==> src/rtl/alu16_pkg.sv <==
// Package: operation codes and flag bit positions shared by the ALU modules.
// Assumes the flag vector order {O,S,Z,A,P,C} from bit 5 down to bit 0.
package alu16_pkg;
    typedef enum logic [2:0] {
        OP_ADD = 3'd0,
        OP_ADC = 3'd1,
        OP_SUB = 3'd2,
        OP_SBB = 3'd3,
        OP_CMP = 3'd4,
        OP_NEG = 3'd5,
        OP_INC = 3'd6,
        OP_DEC = 3'd7
    } alu_op_e;

    localparam int NFLAGS = 6;
    localparam int FLG_C  = 0;
    localparam int FLG_P  = 1;
    localparam int FLG_A  = 2;
    localparam int FLG_Z  = 3;
    localparam int FLG_S  = 4;
    localparam int FLG_O  = 5;
endpackage

==> src/rtl/alu16_opsel.sv <==
// Operand selector: maps an operation code onto one shared adder.
// Produces the first and second logical operands, whether the adder
// subtracts, the carry-in, whether carry is preserved and whether the
// result is stored. Purely combinational.
module alu16_opsel
    import alu16_pkg::*;
#(
    parameter int W = 16
) (
    input  logic [2:0]   op,
    input  logic [W-1:0] opa,
    input  logic [W-1:0] opb,
    input  logic         carry_in,
    output logic [W-1:0] x,
    output logic [W-1:0] y,
    output logic         do_sub,
    output logic         cin,
    output logic         keep_carry,
    output logic         store
);
    localparam logic [W-1:0] ONE = {{(W-1){1'b0}}, 1'b1};

    // Decode operation into adder controls.
    always_comb begin
        x          = opa;
        y          = opb;
        do_sub     = 1'b0;
        cin        = 1'b0;
        keep_carry = 1'b0;
        store      = 1'b1;
        case (alu_op_e'(op))
            OP_ADD: ;
            OP_ADC: cin = carry_in;
            OP_SUB: begin do_sub = 1'b1; cin = 1'b1; end
            OP_SBB: begin do_sub = 1'b1; cin = ~carry_in; end
            OP_CMP: begin do_sub = 1'b1; cin = 1'b1; store = 1'b0; end
            OP_NEG: begin x = '0; y = opa; do_sub = 1'b1; cin = 1'b1; end
            OP_INC: begin y = ONE; keep_carry = 1'b1; end
            OP_DEC: begin y = ONE; do_sub = 1'b1; cin = 1'b1; keep_carry = 1'b1; end
            default: ;
        endcase
    end
endmodule

==> src/rtl/alu16_adder.sv <==
// Shared adder: x + (y or ~y) + cin, with the carry out of the top bit.
// Assumes the subtract carry-in is already inverted by the selector.
module alu16_adder #(
    parameter int W = 16
) (
    input  logic [W-1:0] x,
    input  logic [W-1:0] y,
    input  logic         do_sub,
    input  logic         cin,
    output logic [W-1:0] sum,
    output logic         cout
);
    logic [W-1:0] y_eff;
    logic [W:0]   full;

    // Single carry-propagate addition over W+1 bits.
    always_comb begin
        y_eff = do_sub ? ~y : y;
        full  = {1'b0, x} + {1'b0, y_eff} + {{W{1'b0}}, cin};
        sum   = full[W-1:0];
        cout  = full[W];
    end
endmodule

==> src/rtl/alu16_flaggen.sv <==
// Flag generator: derives the six status flags from the logical operands,
// the result and the adder carry. Assumes y is the un-inverted second operand.
module alu16_flaggen
    import alu16_pkg::*;
#(
    parameter int W     = 16,
    parameter int PAR_W = 8
) (
    input  logic [W-1:0]      x,
    input  logic [W-1:0]      y,
    input  logic [W-1:0]      sum,
    input  logic              cout,
    input  logic              do_sub,
    input  logic              keep_carry,
    input  logic              carry_in,
    output logic [NFLAGS-1:0] flags,
    output logic [NFLAGS-1:0] mask
);
    localparam int MSB = W - 1;
    localparam int AUX_BIT = 4;

    logic [W-1:0] half_mix;
    logic         sign_diff;

    // Compute each flag; carry is a borrow for subtraction.
    always_comb begin
        half_mix  = x ^ y ^ sum;
        sign_diff = x[MSB] ^ y[MSB];
        flags        = '0;
        flags[FLG_Z] = (sum == '0);
        flags[FLG_S] = sum[MSB];
        flags[FLG_P] = ~^sum[PAR_W-1:0];
        flags[FLG_A] = half_mix[AUX_BIT];
        flags[FLG_O] = (do_sub ? sign_diff : ~sign_diff) & (sum[MSB] ^ x[MSB]);
        flags[FLG_C] = keep_carry ? carry_in : (cout ^ do_sub);
        mask         = '1;
        mask[FLG_C]  = ~keep_carry;
    end
endmodule

==> src/rtl/alu16_flagunit.sv <==
// Top: registered 16-bit arithmetic unit with status flags.
// Inputs are sampled when in_valid is high; results, flags, flag mask and
// write enable appear one clock later with out_done. Outputs hold otherwise.
module alu16_flagunit
    import alu16_pkg::*;
#(
    parameter int W = 16
) (
    input  logic              clk,
    input  logic              rst_n,
    input  logic              in_valid,
    input  logic [2:0]        op,
    input  logic [W-1:0]      opa,
    input  logic [W-1:0]      opb,
    input  logic              carry_in,
    output logic              out_done,
    output logic [W-1:0]      out_result,
    output logic              out_write,
    output logic [NFLAGS-1:0] out_flags,
    output logic [NFLAGS-1:0] out_flag_mask
);
    logic [W-1:0]      x, y, sum;
    logic              do_sub, cin, keep_carry, store, cout;
    logic [NFLAGS-1:0] flags_c, mask_c;

    alu16_opsel #(.W(W)) u_sel (
        .op(op), .opa(opa), .opb(opb), .carry_in(carry_in),
        .x(x), .y(y), .do_sub(do_sub), .cin(cin),
        .keep_carry(keep_carry), .store(store)
    );

    alu16_adder #(.W(W)) u_add (
        .x(x), .y(y), .do_sub(do_sub), .cin(cin), .sum(sum), .cout(cout)
    );

    alu16_flaggen #(.W(W), .PAR_W(8)) u_flg (
        .x(x), .y(y), .sum(sum), .cout(cout), .do_sub(do_sub),
        .keep_carry(keep_carry), .carry_in(carry_in),
        .flags(flags_c), .mask(mask_c)
    );

    // Output register: capture on request, hold otherwise, done pulses once.
    always_ff @(posedge clk) begin
        if (!rst_n) begin
            out_done      <= 1'b0;
            out_write     <= 1'b0;
            out_result    <= '0;
            out_flags     <= '0;
            out_flag_mask <= '0;
        end else begin
            out_done  <= in_valid;
            out_write <= in_valid & store;
            if (in_valid) begin
                out_result    <= sum;
                out_flags     <= flags_c;
                out_flag_mask <= mask_c;
            end
        end
    end

    assert_done_follows_valid_R2: assert property (@(posedge clk) disable iff (!rst_n)
        in_valid |=> out_done);
    assert_hold_when_idle_R2: assert property (@(posedge clk) disable iff (!rst_n)
        !in_valid |=> (!out_done && !out_write && $stable(out_result) && $stable(out_flags)));
    assert_compare_no_write_R5: assert property (@(posedge clk) disable iff (!rst_n)
        (in_valid && op == 3'd4) |=> !out_write);
    assert_keep_carry_R7: assert property (@(posedge clk) disable iff (!rst_n)
        (in_valid && (op == 3'd6 || op == 3'd7)) |=>
            (out_flags[FLG_C] == $past(carry_in) && !out_flag_mask[FLG_C]));
    assert_neg_overflow_R6: assert property (@(posedge clk) disable iff (!rst_n)
        (in_valid && op == 3'd5) |=>
            (out_flags[FLG_O] == ($past(opa) == {1'b1, {(W-1){1'b0}}})));
    assert_result_flags_R8: assert property (@(posedge clk) disable iff (!rst_n)
        out_done |-> (out_flags[FLG_Z] == (out_result == '0) &&
                      out_flags[FLG_S] == out_result[W-1] &&
                      out_flags[FLG_P] == ~^out_result[7:0]));
endmodule

==> config.mk <==
export PLATFORM = sky130hd
export DESIGN_NAME = alu16_flagunit
export DESIGN_NICKNAME = d
export VERILOG_FILES = /design/src/rtl/alu16_pkg.sv /design/src/rtl/alu16_opsel.sv /design/src/rtl/alu16_adder.sv /design/src/rtl/alu16_flaggen.sv /design/src/rtl/alu16_flagunit.sv
export SDC_FILE = /design/constraint.sdc
export NUM_CORES = 1
export LEC_CHECK = 0
export BUFFER_PORTS_ARGS = -buffer_cell sky130_fd_sc_hd__buf_2
export CORE_MARGIN = 2
export CORE_UTILIZATION = 57
export CTS_CLUSTER_SIZE = 16
export DETAILED_ROUTE_END_ITERATION = 12
export PLACE_DENSITY = 0.91
export SLEW_MARGIN = 20
export SYNTH_ARGS = -nofsm -noshare
export SYNTH_HDL_FRONTEND = slang
export SYNTH_SLANG_ARGS = --single-unit
==> constraint.sdc <==
create_clock -name clk -period 6.9 [get_ports clk]
set_input_delay 1.035 -clock clk [delete_from_list [all_inputs] [get_ports clk]]
set_output_delay 1.035 -clock clk [all_outputs]
set_load 0.02 [all_outputs]
==> results_dict.tcl <==
set metrics [dict create \
    required_ns 7.09 \
    fmax_ghz 0.1851 \
    cts_buffers 3 \
    ios 69 \
    grt_overflow 0 \
    port_buffers 68 \
    status "finished clean" \
    clk_path_buf_depth 2 \
    grt_max_degree 42 \
    via_per_inst 6.056 \
    period_needed_ns 5.404 \
    antenna_found_initial 0 \
    max_slew_margin_pct 56.34 \
    die_h_microns 69.96 \
    multi_input_area_sq_mm 0.001833 \
    cts-resized-gates 0 \
    grt_pass1_wl_microns 10210 \
    maxSlewViolCount 0 \
    crit_chain "buf_2 -> and2_1 -> buf_4 -> nand2b_1 -> and2_1 -> fa_1 -> fa_1 -> a211oi_1 -> nor2_1 -> o21ai_0 -> nand2b_1 -> xnor2_1 -> ha_1 -> and3_1 -> nand3_1 -> a2111o_1 -> or4_1 -> o31ai_2" \
    initial_core_util_pct 60.69 \
    p_leak_uw 0.001334 \
    crit_buf_inv 2 \
    synthCells 325 \
    seqCellArea_sq_um 500.5 \
    cts.root.buffer_cell "clkbuf_8" \
    critPathMaxStageDelay_ns 0.48 \
    p_int_uw 345.6 \
    grt_pass1_vias 2234 \
    fp-row-count 23 \
    ys_async_sr_fraction_pct 0 \
    synthFlopType "dfxtp_1" \
    hold_slack_ns 0.4828 \
    setup_tns_ns 0 \
    hp-class "reg -> reg" \
    hold_viol 0 \
    ir_worst_vdd_mv 0.09387 \
    final_cell_count_no_fill 425 \
    core_sq_mm 0.004086 \
    arrival_ns 5.60 \
    first_pass_iters 5 \
    syn_area_sq_mm 0.002480 \
    grt_usage_pct 24.67 \
    ys_types 51 \
    finalCritPeriodShare_pct 78.31 \
    wl_microns 6182 \
    tightest_slew_ns 0.6549 \
    cts_sinks 25 \
    cts_hold_buf 0 \
    cts.clk_slew.worst_paths_ns 0.08 \
    switchingPower_uw 248.0 \
    rsz0062_at_grt "no" \
    critPathLaunchType "input pin" \
    syn_nets 385 \
    ys_warn_count 0 \
    wire_per_inst_microns 14.55 \
    comb_power_share_pct 55.7 \
    path_class "in -> reg" \
    sw_frac_of_total_pct 41.78 \
    post_cts_buffers 0 \
    avgSynthCellArea_sq_um 7.630 \
    cts_tree "done" \
    end_kind "flip-flop" \
    finalNetCount 436 \
    final_antenna_net_count 0 \
    dp_hpwl_microns 4733 \
    drtIter0Drc 193 \
    crit_slowest_cell "buf_2" \
    cp_top_family "simple AND/OR/NAND/NOR gates" \
    via_count 2574 \
    seq_area_frac_synth_pct 20.18 \
    yosys_register_bits 25 \
    clock_power_share_pct 14.9 \
    antenna_cells 0 \
    power_density_mw_per_mm2 209.2 \
    cts_htree_levels 1 \
    clkLatencyLatePin_ns 0.27 \
    power_frac_seq_pct 29.4 \
    dieArea_sq_mm 0.004894 \
    die_w_microns 69.96 \
    setup_viol_count_final 0 \
    dp.cells 421 \
    drv_cap 0 \
    synth_edf_count 0 \
    drc 0 \
    syn_to_final_growth_pct 14.43 \
    clock-skew-final_ns 0 \
    drive_gt1_share_pct 21.87 \
    place.gp.congestion 0.8607 \
    fill_cells 324 \
    worst-path-max-fanout 41 \
]
## sequential cells by signal (all words and copies together) (netlist names)
register and flops:
out_done 1, out_flag_mask 2, out_flags 6, out_result 15, out_write 1
## worst register-to-register path, delay by kind of cell (launching register included)
| kind | cells | cell delay, ns |
|---|---|---|
| and+or+nand+nor | 1 | 0.12 |
| muxes | 1 | 0.26 |
| buffers and inverters | 1 | 0.04 |
| DFF | 1 | 0.34 |
## synth_stat cells, drive strengths merged (2+ instances only)
| cell | n | share of area, % |
|---|---|---|
| inv | 10 | 1.5 |
| a41oi | 2 | 0.71 |
| nand2b | 4 | 1.0 |
| a31oi | 2 | 0.50 |
| nor2b | 16 | 4.0 |
| nand2 | 11 | 1.7 |
| and2 | 22 | 5.5 |
| o211a | 2 | 0.81 |
| o21bai | 2 | 0.61 |
| xnor2 | 10 | 3.5 |
| o21ai | 30 | 6.1 |
| nor2 | 28 | 4.2 |
| nand4 | 2 | 0.50 |
| a21oi | 37 | 7.6 |
| nand3b | 2 | 0.61 |
| clkbuf | 16 | 2.4 |
| dfxtp | 25 | 20 |
| mux2 | 2 | 0.91 |
| buf | 8 | 2.0 |
| nand3 | 5 | 1.0 |
| and3 | 2 | 0.50 |
| xor2 | 6 | 2.1 |
| ha | 19 | 9.6 |
| fa | 2 | 1.6 |
| a211oi | 17 | 5.3 |
| mux2i | 15 | 6.1 |
| nor3 | 2 | 0.40 |
| a211o | 2 | 0.71 |
| a22oi | 3 | 0.91 |
| a21o | 6 | 1.9 |
## layout make-up
class / count / area share, %
clock buffer: 3 / 1.455
timing repair buffer: 70 / 12.52
sequential: 25 / 17.64
multi-input combinational: 266 / 64.59
tap: 50 / 2.205
clock inverter: 1 / 0.2646
inverter: 10 / 1.323
## logic make-up (layout without fill, tap and decap cells)
group / after synthesis / count (layout) / share of synthesized area, %
flops: 25 / 25 / 20.18
compound gates: 114 / 114 / 29.31
simple gates: 98 / 98 / 20.79
xor+xnor: 16 / 16 / 5.651
fa+ha+maj: 21 / 21 / 11.20
buf+inv: 34 / 84 / 5.903
mux: 17 / 17 / 6.962
## cell usage in the layout, fill, tap and decap left out, types with 2 or more instances in the layout
cell type  synthesis  routed
dfxtp_1           25      25
xnor2_1           10      10
a21o_1             5       5
a21oi_1           36      36
a41oi_1            2       2
o21ai_1            4       4
fa_1               2       2
and3_1             2       2
ha_1              19      19
inv_1              9       9
buf_2              0      68
mux2i_1           15      15
nand3_1            5       5
mux2_2             2       2
nor2b_1           16      16
clkbuf_8           0       3
nand2b_1           4       4
nor3_1             2       2
a31oi_1            2       2
o21ai_0           26      26
nor2_1            28      28
o211a_1            2       2
nand3b_1           2       2
nand2_1           11      11
and2_1            22      22
xor2_1             6       6
a211o_1            2       2
nand4_1            2       2
a211oi_1          16      16
buf_4              5       2
o21bai_1           2       2
a22oi_1            3       3
## final timing paths
kind	startpoint	to	slack, ns	cells past startpoint
setup / recovery	op[2]	out_flags[3]$_SDFFE_PN0P_	1.50	18
hold / removal	out_result[11]$_SDFFE_PN0P_	out_result[11]$_SDFFE_PN0P_	0.48	2
setup reg to reg	out_result[5]$_SDFFE_PN0P_	out_result[5]$_SDFFE_PN0P_	6.07	3
hold reg to reg	out_result[11]$_SDFFE_PN0P_	out_result[11]$_SDFFE_PN0P_	0.48	2
## power groups by stage
stage                     Clock, uW  Combinational, uW  Sequential [uW]
final                          88.3                331              175
after global routing           95.2                364              177
after CTS                      88.0                328              175
after detailed placement          0                325              178
after global placement            0                316              177
after floorplan                   0                224              201
## metrics by stage
| stage | total power [uW] | setup slack [ns] | utilization [%] | cell area [sq um] |
|---|---|---|---|---|
| after floorplan | 425.1 | 2.156 | - | 2480 |
| after global placement | 492.9 | 1.487 | 68.25 | 2789 |
| after detailed placement | 502.4 | 1.307 | 68.25 | 2789 |
| after CTS | 591.0 | 1.564 | 69.44 | 2838 |
| after global routing | 636.3 | 1.155 | 69.44 | 2838 |
| final | 593.7 | 1.496 | 69.44 | 2838 |
## per-layer routing
layer / wire length, microns / share of wire (%) / vias up / GRT usage [%]
li1: - / - / 1266 / -
met1: 2756 / 45 / 1178 / 33.10
met2: 2901 / 47 / 123 / 41.06
met3: 443 / 7.2 / 7 / 3.030
met4: 81 / 1.3 / 0 / 7.906
met5: 0 / 0 / - / 0
No activity file was read; power rests on OpenSTA's default activity.
